$ cat src/rtl/seq_trig_pkg.sv
package seq_trig_pkg;

    localparam int SEQ_N = 4;
    localparam int SEQ_W = $clog2(SEQ_N);

    typedef logic [SEQ_W-1:0] seq_id_t;
    typedef logic [SEQ_N-1:0] seq_vec_t;

    // state of the one execution slot
    typedef struct packed {
        logic    busy;
        seq_id_t id;
    } run_t;

    // outcome of one arbitration round
    typedef struct packed {
        logic     win;
        seq_id_t  id;
        seq_vec_t lose;
    } grant_t;

    function automatic seq_vec_t id_to_vec(input seq_id_t id);
        seq_vec_t v;
        v = '0;
        v[id] = 1'b1;
        return v;
    endfunction

    // lowest index wins, every other set bit is a loser
    function automatic grant_t pick_lowest(input seq_vec_t r);
        grant_t g;
        g = '0;
        for (int i = SEQ_N - 1; i >= 0; i--) begin
            if (r[i]) begin
                g.win = 1'b1;
                g.id  = seq_id_t'(i);
            end
        end
        g.lose = g.win ? (r & ~id_to_vec(g.id)) : '0;
        return g;
    endfunction

endpackage

$ cat src/rtl/seq_pin_detect.sv
module seq_pin_detect
    import seq_trig_pkg::*;
#(
    parameter int NUM_PIN     = 8,
    parameter int SYNC_STAGES = 2
) (
    input  logic                     clk,
    input  logic                     rst,
    input  logic [NUM_PIN-1:0]       pin_in,
    input  logic [NUM_PIN-1:0]       pin_oe,
    input  logic [NUM_PIN-1:0]       pin_trig_en,
    input  logic [NUM_PIN-1:0]       pin_edge,
    input  logic [NUM_PIN*SEQ_W-1:0] pin_map,
    output seq_vec_t                 edge_req,
    output seq_vec_t                 lvl_req
);

    logic [NUM_PIN-1:0] cur;
    logic [NUM_PIN-1:0] prev;

    // per-pin synchroniser plus one history flop for edge detection
    for (genvar p = 0; p < NUM_PIN; p++) begin : g_pin
        logic [SYNC_STAGES:0] chain;
        always_ff @(posedge clk) begin
            if (rst) chain <= '0;
            else     chain <= {chain[SYNC_STAGES-1:0], pin_in[p]};
        end
        assign cur[p]  = chain[SYNC_STAGES-1];
        assign prev[p] = chain[SYNC_STAGES];
    end

    // fold pin events onto the sequence they are routed to
    always_comb begin
        edge_req = '0;
        lvl_req  = '0;
        for (int p = 0; p < NUM_PIN; p++) begin
            if (pin_trig_en[p] && !pin_oe[p]) begin
                if (pin_edge[p]) begin
                    if (cur[p] && !prev[p])
                        edge_req[pin_map[p*SEQ_W +: SEQ_W]] = 1'b1;
                end else if (cur[p]) begin
                    lvl_req[pin_map[p*SEQ_W +: SEQ_W]] = 1'b1;
                end
            end
        end
    end

endmodule

$ cat src/rtl/seq_arbiter.sv
module seq_arbiter
    import seq_trig_pkg::*;
(
    input  logic     enable,
    input  logic     busy,
    input  seq_vec_t host_req,
    input  seq_vec_t edge_req,
    input  seq_vec_t lvl_req,
    output grant_t   grant,
    output seq_vec_t drop
);

    seq_vec_t cand;

    // level requests wait quietly for an idle slot
    assign cand = busy ? (host_req | edge_req) : (host_req | edge_req | lvl_req);

    always_comb begin
        grant = '0;
        drop  = '0;
        if (enable) begin
            if (!busy) begin
                grant = pick_lowest(cand);
                drop  = grant.lose;
            end else begin
                drop = cand;
            end
        end
    end

endmodule

$ cat src/rtl/seq_sync_toggle.sv
module seq_sync_toggle #(
    parameter int NUM_PIN = 8
) (
    input  logic               clk,
    input  logic               rst,
    input  logic               wr_en,
    input  logic [NUM_PIN-1:0] mask,
    input  logic [NUM_PIN-1:0] sync_en,
    input  logic [NUM_PIN-1:0] oe,
    output logic [NUM_PIN-1:0] q
);

    always_ff @(posedge clk) begin
        if (rst)        q <= '0;
        else if (wr_en) q <= q ^ (mask & sync_en & oe);
    end

endmodule

$ cat src/rtl/seq_trig_ctrl.sv
module seq_trig_ctrl
    import seq_trig_pkg::*;
#(
    parameter int NUM_PIN     = 8,
    parameter int SYNC_STAGES = 2
) (
    input  logic                     clk,
    input  logic                     rst,
    input  logic                     cfg_enable,
    input  logic                     cfg_halt,
    input  logic [SEQ_N-1:0]         host_req,
    input  logic [NUM_PIN-1:0]       pin_in,
    input  logic [NUM_PIN-1:0]       pin_oe,
    input  logic [NUM_PIN-1:0]       pin_trig_en,
    input  logic [NUM_PIN-1:0]       pin_edge,
    input  logic [NUM_PIN*SEQ_W-1:0] pin_map,
    input  logic [NUM_PIN-1:0]       pin_sync_en,
    input  logic                     sync_wr,
    input  logic [NUM_PIN-1:0]       sync_data,
    input  logic                     seq_done,
    input  logic [SEQ_N-1:0]         irq_clr,
    output logic                     seq_start,
    output logic                     busy,
    output logic [SEQ_W-1:0]         run_id,
    output logic                     seq_go,
    output logic [SEQ_N-1:0]         ign_flags,
    output logic                     irq,
    output logic [NUM_PIN-1:0]       sync_out
);

    seq_vec_t edge_req, lvl_req, drop;
    grant_t   grant;
    run_t     run_q;
    logic     start_q;
    seq_vec_t flags_q;
    logic     finish;

    seq_pin_detect #(.NUM_PIN(NUM_PIN), .SYNC_STAGES(SYNC_STAGES)) u_detect (
        .clk         (clk),
        .rst         (rst),
        .pin_in      (pin_in),
        .pin_oe      (pin_oe),
        .pin_trig_en (pin_trig_en),
        .pin_edge    (pin_edge),
        .pin_map     (pin_map),
        .edge_req    (edge_req),
        .lvl_req     (lvl_req)
    );

    seq_arbiter u_arb (
        .enable   (cfg_enable),
        .busy     (run_q.busy),
        .host_req (host_req),
        .edge_req (edge_req),
        .lvl_req  (lvl_req),
        .grant    (grant),
        .drop     (drop)
    );

    seq_sync_toggle #(.NUM_PIN(NUM_PIN)) u_sync (
        .clk     (clk),
        .rst     (rst),
        .wr_en   (sync_wr && run_q.busy),
        .mask    (sync_data),
        .sync_en (pin_sync_en),
        .oe      (pin_oe),
        .q       (sync_out)
    );

    // a run ends on completion (not halted) or when execution is disabled
    assign finish = run_q.busy && (!cfg_enable || (seq_done && !cfg_halt));

    always_ff @(posedge clk) begin
        if (rst) begin
            run_q   <= '0;
            start_q <= 1'b0;
        end else begin
            start_q <= grant.win;
            if (grant.win)   run_q <= '{busy: 1'b1, id: grant.id};
            else if (finish) run_q.busy <= 1'b0;
        end
    end

    // sticky flags: a new drop outranks a clear on the same bit
    always_ff @(posedge clk) begin
        if (rst) flags_q <= '0;
        else     flags_q <= (flags_q & ~irq_clr) | drop;
    end

    assign seq_start = start_q;
    assign busy      = run_q.busy;
    assign run_id    = run_q.id;
    assign seq_go    = run_q.busy && !cfg_halt;
    assign ign_flags = flags_q;
    assign irq       = |flags_q;

endmodule

$ cat config.mk
export PLATFORM = sky130hd
export DESIGN_NAME = seq_trig_ctrl
export DESIGN_NICKNAME = d
export VERILOG_FILES = /design/src/rtl/seq_trig_pkg.sv /design/src/rtl/seq_pin_detect.sv /design/src/rtl/seq_arbiter.sv /design/src/rtl/seq_sync_toggle.sv /design/src/rtl/seq_trig_ctrl.sv
export SDC_FILE = /design/constraint.sdc
export NUM_CORES = 1
export LEC_CHECK = 0
export BUFFER_PORTS_ARGS = -buffer_cell sky130_fd_sc_hd__buf_2
export CAP_MARGIN = 10
export CELL_PAD_IN_SITES_DETAIL_PLACEMENT = 1
export CELL_PAD_IN_SITES_GLOBAL_PLACEMENT = 1
export CORE_ASPECT_RATIO = 0.75
export CORE_UTILIZATION = 31
export DETAILED_ROUTE_END_ITERATION = 10
export PLACE_DENSITY_LB_ADDON = 0.1
export SYNTH_ARGS = -nofsm -noshare
export SYNTH_HDL_FRONTEND = slang
export SYNTH_SLANG_ARGS = --single-unit
$ cat constraint.sdc
create_clock -name clk -period 2 [get_ports clk]
set_clock_uncertainty 0.15 [all_clocks]
set_input_delay 0.1 -clock clk [delete_from_list [all_inputs] [get_ports clk]]
set_output_delay 0.1 -clock clk [all_outputs]
set_load 0.1 [all_outputs]
# ---- Word-level counts from Yosys, hierarchy flattened
# Index checks and enable logic that the tools add are counted.
dict set report totals {
  regBits 40
  latchBits 0
  mem_bits_rw 0
  rom_bits 0
  inputBits 78
  elab_cells 185
  memories 0
}
dict set report classes {
  addsub 0
  multipliers 0
  div 0
  order_cmp 18
  n_eq_ne 0
  shifts 0
  n_mux 80
  n_bitwise 24
  n_reduce_logical 50
}
# op n
set op_table {}
lappend op_table {{$mux W4} 52}
lappend op_table {{$or A4 B4 Y4} 17}
lappend op_table {{$logic_and A1 B1 Y1} 29}
lappend op_table {{$lt A2 B3 Y1 const B} 9}
lappend op_table {{$demux W1 S2} 9}
lappend op_table {{$ge A2 B1 Y1 const B} 9}
lappend op_table {{$logic_not A1 Y1} 18}
lappend op_table {{$mux W3} 6}
lappend op_table {{$and A8 B8 Y8} 2}
lappend op_table {{$mux W7} 2}
lappend op_table {{$mux W1} 11}
lappend op_table {{$and A4 B4 Y4} 2}
lappend op_table {{$not A4 Y4} 2}
lappend op_table {{$xor A8 B8 Y8} 1}
lappend op_table {{$reduce_or A4 Y1} 1}
lappend op_table {{$reduce_bool A2 Y1} 1}
lappend op_table {{$logic_or A1 B1 Y1} 1}

# ---- Longest topological paths before layout
# Gate-level depths: netlist of run 1.
dict set report logic_depth {
  ltp_word 54
  ltp_mapped 7
  depth_no_buf 7
}

# ---- Modules after synthesis
# Synthesis of run 1 repeated with hierarchy kept, for this count alone.
dict set report unflattened {
  hier_cells 270
  hier_area_um2 2354.8
}
# mod instances cells_per_inst area_per_inst_um2 seq_area_each_um2
set modules_own_cells {}
lappend modules_own_cells {seq_pin_detect 1 165 1417.6 480.5}
lappend modules_own_cells {seq_sync_toggle 1 42 411.6 160.2}
lappend modules_own_cells {seq_trig_ctrl 1 32 284.0 160.2}
lappend modules_own_cells {seq_arbiter 1 31 241.5 0.0}

# ---- Least setup slack after synthesis of run 1
# No wires, ideal clock.
dict set report synth_timing {
  path_type {reg-to-output}
  start {reg, netlist name busy}
  end {out seq_go}
  arrival_time_ps 2691
  t_required_ps 1750
  path_slack_ps -941
  path_stages_with_launch 3
  path_buffers 1
  path_cell_list {dfxtp_1 -> clkbuf_1 -> nor2b_1}
}
dict set report synth_via {
  elab_chain_len 1
}
# element line
set synth_rtl {}
lappend synth_rtl {{$logic_and A1 B1 Y1} seq_trig_ctrl.sv:93} ;# assign seq_go = run_q.busy && !cfg_halt;
lappend synth_rtl {{end: declaration} seq_trig_ctrl.sv:25} ;# output logic seq_go,
# Every way passes these cells.

# ---- Worst setup path in the final report of run 1
dict set report layout_timing {
  start {reg u_detect.g_pin[0].chain[1]}
  end {reg run_q (netlist bit run_id[0])}
}
dict set report layout_via {
  elab_chain_len 43
  elab_cells_between_ends 74
  classes_between {mux (57); bitwise (16); reduce/logical (1)}
}
# element line
set layout_rtl {}
lappend layout_rtl {{start: declaration} seq_pin_detect.sv:23} ;# logic [SYNC_STAGES:0] chain;
lappend layout_rtl {{start signal: assignment} seq_pin_detect.sv:26} ;# else chain <= {chain[SYNC_STAGES-1:0], pin_in[p]};
lappend layout_rtl {{$logic_and A1 B1 Y1} seq_pin_detect.sv:39} ;# if (cur[p] && !prev[p])
lappend layout_rtl {{$mux W4} seq_pin_detect.sv:39}
lappend layout_rtl {{$mux W4} seq_pin_detect.sv:38} ;# if (pin_edge[p]) begin
lappend layout_rtl {{$mux W4} seq_pin_detect.sv:37} ;# if (pin_trig_en[p] && !pin_oe[p]) begin
lappend layout_rtl {{$or A4 B4 Y4 (no line)} n/a}
lappend layout_rtl {{$mux W4} seq_pin_detect.sv:39}
lappend layout_rtl {{$mux W4} seq_pin_detect.sv:38}
lappend layout_rtl {{$mux W4} seq_pin_detect.sv:37}
lappend layout_rtl {{[24 not listed]} n/a}
lappend layout_rtl {{$or A4 B4 Y4 (2 in a row)} seq_arbiter.sv:16} ;# assign cand = busy ? (host_req | edge_req) : (host_req | edge_req | lvl_req);
lappend layout_rtl {{$mux W4 (*)} seq_arbiter.sv:16}
lappend layout_rtl {{$mux W3 (3 in a row)} seq_trig_pkg.sv:34} ;# if (r[i]) begin
lappend layout_rtl {{$mux W3 (*)} seq_trig_pkg.sv:34}
lappend layout_rtl {{$mux W3 (*)} seq_arbiter.sv:22} ;# if (!busy) begin
lappend layout_rtl {{$mux W3 (*)} seq_arbiter.sv:21} ;# if (enable) begin
lappend layout_rtl {{$mux W7 (*)} seq_arbiter.sv:22}
lappend layout_rtl {{$mux W7 (*)} seq_arbiter.sv:21}
lappend layout_rtl {{end signal: assignment} seq_trig_ctrl.sv:79} ;# if (grant.win) run_q <= '{busy: 1'b1, id: grant.id};
lappend layout_rtl {{end: declaration} seq_trig_ctrl.sv:33} ;# run_t run_q;
# Every way passes the cells marked *; elsewhere a longest branch is shown, timed or not. The select of a mux whose other input is x is not followed.
# A chain may end at the register's enable or synchronous reset.

==> impl_metrics.tcl, run 1 <==
set metrics [dict create \
    status "complete, but fails checks" \
    violations "negative setup slack" \
    synth_top_area_share_pct 35.9 \
    core_area_sq_um 6900 \
    p_per_area_nw_per_um2 595 \
    placed_area_sq_um 3060 \
    fin_crit_sh_pct 112 \
    firstDrtPassIters 4 \
    first_global_vias 2492 \
    initial_core_util_pct 32.4 \
    antenna_found_initial 0 \
    die-area_sq_um 7550 \
    cts.clk_slew.worst_paths_ns 0.09 \
    crit_path_max_incr_delay_ns 0.52 \
    ys_types 58 \
    detail-route-antenna-nets 0 \
    max_freq_ghz 0.447 \
    routed_wl_um 8120 \
    p_total_mw 2.06 \
    start_kind "register" \
    drv_slew 0 \
    vdd_drop_max_v 0.000259 \
    synth_top_cell_by_area "dfxtp_1" \
    io_buffers 95 \
    max-cap-violations 0 \
    required_ns 2.03 \
    cts-root-buf "clkbuf_8" \
    clk_latency_ns 0.29 \
    hpwlAfterDp_um 6230 \
    final_nets 469 \
    layoutNonFillerInstCount 490 \
    fp.dieW_um 100 \
    ys_warn_count 0 \
    rows 26 \
    synth.most_common_cell "dfxtp_1" \
    drc_errors 0 \
    grt_pass1_wl_um 12500 \
    criticalPathCategory "register to register" \
    fin_crit_ns 2.24 \
    routabilityCongestion 0.851 \
    numCtsBuffers 5 \
    clk_path_buf_depth 2 \
    maxSlewHeadroom_pct 66.8 \
    vias_per_cell 5.04 \
    setup_viol 7 \
    cts_tree "built" \
    ys_seq_area_share_pct 35.9 \
    avgSynthCellArea_sq_um 9.12 \
    dp.cells 462 \
    cp_cell_sequence "nand3b_1 > nor4b_1 > a311o_1 > or4_4 > or2_4 > o211ai_2 > o21ai_1" \
    drt_iter0_drc 100 \
    die_y_um 75.5 \
    path_max_fanout 4 \
    rsz0062_at_grt "true" \
    async_reset_ff_share_pct 0 \
    syn2layout_area_growth_pct 54.8 \
    hold_viol_final 0 \
    grt_overflow_total 0 \
    io_pins 96 \
    hold_class "input pin to register" \
    wl_per_cell_um 16.6 \
    dr_total_vias 2470 \
    slowest_stage "or4_4" \
    setup_slack_ns -0.238 \
    syn_area_sq_um 2230 \
    place_ws_ns -0.256 \
    antenna_cells 0 \
    htreeDepth 2 \
    synth_area_leaders "dfxtp_1 36%, nor2b_1 9.5%, xor2_1 3.1%" \
    synth_common_cells "40 x dfxtp_1, 34 x nor2b_1, 18 x nor2_1" \
    synth_enable_flop_cells 0 \
    endpoint_kind "register" \
    clock-sinks 40 \
    grt_usage_pct 21.8 \
    tightest_slew_ns 0.498 \
    ys_seq_elements 40 \
    worstPathArrival_ns 2.27 \
    drive_gt1_share_pct 43.4 \
    fin_area_sq_um 3460 \
    total_leakage_power_nw 1.48 \
    grt_max_degree 25 \
    synth_ff_type "dfxtp_1" \
    synth_cells 245 \
    syn-num-nets 323 \
]
-- sequential cells by signal (all words and copies together) (netlist names) --
register,count
u_detect.g_pin.chain,24
u_sync.q,8
ign_flags,4
run_id,2
busy,1
seq_start,1
-- power by group --
part	switching (mW)	internal (mW)	leakage, nW
clock network	0.307	0.409	0.0614
logic	0.291	0.197	1.09
registers	0.0235	0.829	0.330
-- timing repair --
| action | 4_1_cts | 5_1_grt |
|---|---|---|
| cloned | 0 | 0 |
| buffers inserted | 1 | 3 |
| pin swaps | 8 | 10 |
| endpoints found under the hold margin | 14 | 0 |
| hold buffers | 16 | 0 |
| setup endpoints to repair | 7 | 8 |
| gates resized for setup | 14 | 3 |
-- cell type report --
type	count	area, sq um
Tap cell	98	123
Clock buffer	6	82.6
Inverter	9	33.8
Multi-Input combinational cell	190	1480
Clock inverter	2	38.8
Timing Repair Buffer	145	891
Sequential cell	40	810
Fill cell	828	3440
-- path summary, 6_finish.rpt --
path	from	endpoint	slack, ns	depth (start not counted)
max	u_detect.g_pin[0].chain[1]	run_id[0]	-0.24	7
min	sync_data[4]	u_sync.q[4]	0.003	4
max reg2reg	u_detect.g_pin[0].chain[1]	run_id[0]	-0.24	7
min reg2reg	u_detect.g_pin[4].chain[0]	u_detect.g_pin[4].chain[1]	0.30	1
-- cell families (layout without fill, tap and decap cells) --
group / Yosys count / count (layout) / share of synthesized area (%)
compound gates: 45 / 45 / 18.4
xor+xnor: 8 / 8 / 3.14
buf+inv: 15 / 162 / 2.52
flops: 40 / 40 / 35.9
simple gates: 137 / 137 / 40.1
-- per-stage QoR --
step           hold WS, ns  utilization (%)  TNS, ns
2_1_floorplan       0.0782                -  -0.0739
3_3_place_gp         0.157             44.3    -1.16
3_5_place_dp         0.164             44.3    -1.40
4_1_cts            0.00210             49.6    -1.01
5_1_grt             0.0334             50.1    -1.97
6_report           0.00335             50.1    -1.03
-- routing by layer --
metal | global-route usage (%) | wire [um] | vias up
li1 | - | - | 1208
met4 | 4.35 | 45 | 0
met1 | 29.8 | 3880 | 1177
met2 | 36.8 | 3750 | 80
met5 | 0 | 0 | -
met3 | 3.76 | 444 | 5
-- cell usage in the layout, fill, tap and decap left out, types with 5 or more instances in the layout --
master	netlist	layout
nand3b_1	6	6
nand2b_1	11	11
nor4_1	6	5
clkbuf_8	0	6
a21oi_1	6	6
nand2_1	12	11
dlygate4sd3_1	0	16
buf_2	0	95
xor2_1	8	8
nor2b_1	34	33
nand4_1	8	8
inv_1	9	9
buf_4	0	34
nor2_1	18	18
dfxtp_1	40	35
-- critical path, delay by kind of cell (launching register included) --
kind / cells / cell delay (ns)
flip-flops: 1 / 0.35
AO/OA/AOI/OAI: 3 / 0.66
AND/OR/NAND/NOR: 4 / 0.95
No activity file was read; power rests on OpenSTA's default activity.
==> run 2, diff against run 1 <==
- CORE_MARGIN: not set -> 5
==> run 2 against run 1 <==
Compared with the run above: the flow still finishes with violations (negative setup slack); largest power group unchanged; clock-buffer cell count stayed put; final area is 4.7% higher; core utilization is 2.3 points higher; critical path depth stayed put; sequential power hardly changed.
==> impl_metrics.tcl, run 2 (synthesized netlist as in run 1, its figures left out) <==
set metrics [dict create \
    dr_total_vias 2516 \
    setup_viol 7 \
    violations "negative setup slack" \
    tightest_slew_ns 0.549 \
    p_total_mw 2.08 \
    wl_per_cell_um 17.3 \
    syn2layout_area_growth_pct 62.1 \
    numCtsBuffers 5 \
    final_cell_mix "95 x buf_2, 39 x buf_4, 33 x nor2b_1, 32 x dfxtp_1, 17 x nor2_1" \
    cts.clk_slew.worst_paths_ns 0.09 \
    endpoint_kind "register" \
    hpwlAfterDp_um 6870 \
    whs_path_depth 4 \
    path_max_fanout 4 \
    dp.cells 467 \
    rrSetupSlack_ns -0.25 \
    grt_usage_pct 19.0 \
    core_area_sq_um 6900 \
    grt_max_degree 22 \
    grt_overflow_total 0 \
    slowest_stage "or4_4" \
    drive_gt1_share_pct 48.3 \
    crit_path_max_incr_delay_ns 0.52 \
    worstPathArrival_ns 2.27 \
    r2r-end "busy" \
    drc_errors 0 \
    cts_tree "built" \
    clock-sinks 40 \
    total_leakage_power_nw 1.54 \
    antenna_cells 0 \
    r2r-start "u_detect.g_pin[0].chain[1]" \
    grt_pass1_wl_um 13600 \
    vdd_drop_max_v 0.000256 \
    regMostFlops "u_detect.g_pin.chain" \
    routed_wl_um 8630 \
    first_global_vias 2712 \
    required_ns 2.02 \
    hold_path_end "u_sync.q[3]" \
    cp_cell_sequence "nand3b_1 > nor4b_2 > a311o_1 > or4_4 > or2_4 > o211ai_4 > o31ai_2" \
    antenna_found_initial 0 \
    setup_slack_ns -0.250 \
    fp.dieW_um 108 \
    routabilityCongestion 0.901 \
    initial_core_util_pct 32.4 \
    drv_slew 0 \
    maxSlewHeadroom_pct 63.1 \
    htreeDepth 2 \
    vias_per_cell 5.05 \
    finalSetupTns_ns -1.11 \
    firstDrtPassIters 4 \
    max_freq_ghz 0.444 \
    placed_area_sq_um 3090 \
    fin_crit_sh_pct 113 \
    timing.hold.ws_ns 0.00161 \
    detail-route-antenna-nets 0 \
    clk_latency_ns 0.30 \
    cts-root-buf "clkbuf_8" \
    status "complete, but fails checks" \
    start_kind "register" \
    hold_class "input pin to register" \
    final_common_cell "buf_2" \
    max-cap-violations 0 \
    fin_crit_ns 2.25 \
    io_buffers 95 \
    die_y_um 83.5 \
    rows 26 \
    r2r_cells 7 \
    fin_area_sq_um 3620 \
    clk_path_buf_depth 2 \
    place_ws_ns -0.306 \
    p_per_area_nw_per_um2 575 \
    layoutNonFillerInstCount 498 \
    rsz0062_at_grt "true" \
    die-area_sq_um 9020 \
    fillers 822 \
    drt_iter0_drc 64 \
    io_pins 96 \
    hp-start "pin_sync_en[3]" \
    fin_util_pct 52.5 \
    final_nets 477 \
    criticalPathCategory "register to register" \
    hold_viol_final 0 \
    largest_register_ffs 24 \
]
## run 2: routing by layer
metal	track usage, %	vias up	share of wire, %
met1	24.6	1199	45
met2	30.7	83	46
met4	4.13	0	0.96
met3	6.03	9	7.7
met5	0	-	0
li1	-	1225	-
## run 2: worst max path at each step
stage / endpoint / cells after the start / from / slack, ns
2_1_floorplan: busy / 7 / u_detect.g_pin[4].chain[1] / -0.04
3_3_place_gp: run_id[0] / 7 / u_detect.g_pin[1].chain[1] / -0.20
3_5_place_dp: run_id[0] / 7 / u_detect.g_pin[1].chain[1] / -0.31
4_1_cts: busy / 7 / u_detect.g_pin[1].chain[1] / -0.20
5_1_grt: busy / 7 / u_detect.g_pin[0].chain[1] / -0.31
6_report: busy / 7 / u_detect.g_pin[0].chain[1] / -0.25
## run 2: report_power, final
part           switching (mW)  internal, mW
clock network           0.312         0.409
logic                   0.297         0.208
registers              0.0255         0.829
total                   0.635          1.45
## run 2: timing repair
item | in CTS | in global routing
pin swaps | 13 | 13
setup buffers | 5 | 2
gates resized for setup | 14 | 24
setup endpoints to repair | 8 | 8
hold buffers | 16 | 0
endpoints found under the hold margin | 14 | 0
## run 2: final cells by class
type / instances / area, sq um / area share [%]
tap: 98 / 123 / 3.39
timing repair buffer: 153 / 962 / 26.6
sequential: 40 / 813 / 22.5
clock inverter: 2 / 38.8 / 1.07
multi-input combinational: 190 / 1570 / 43.3
clock buffer: 6 / 82.6 / 2.28
inverter: 9 / 33.8 / 0.933
## run 2: critical path: cells and delay by family, from the launching register on
kind             cells  cell delay [ns]
AO/OA/AOI/OAI        3             0.63
flip-flops           1             0.34
AND/OR/NAND/NOR      4             0.99
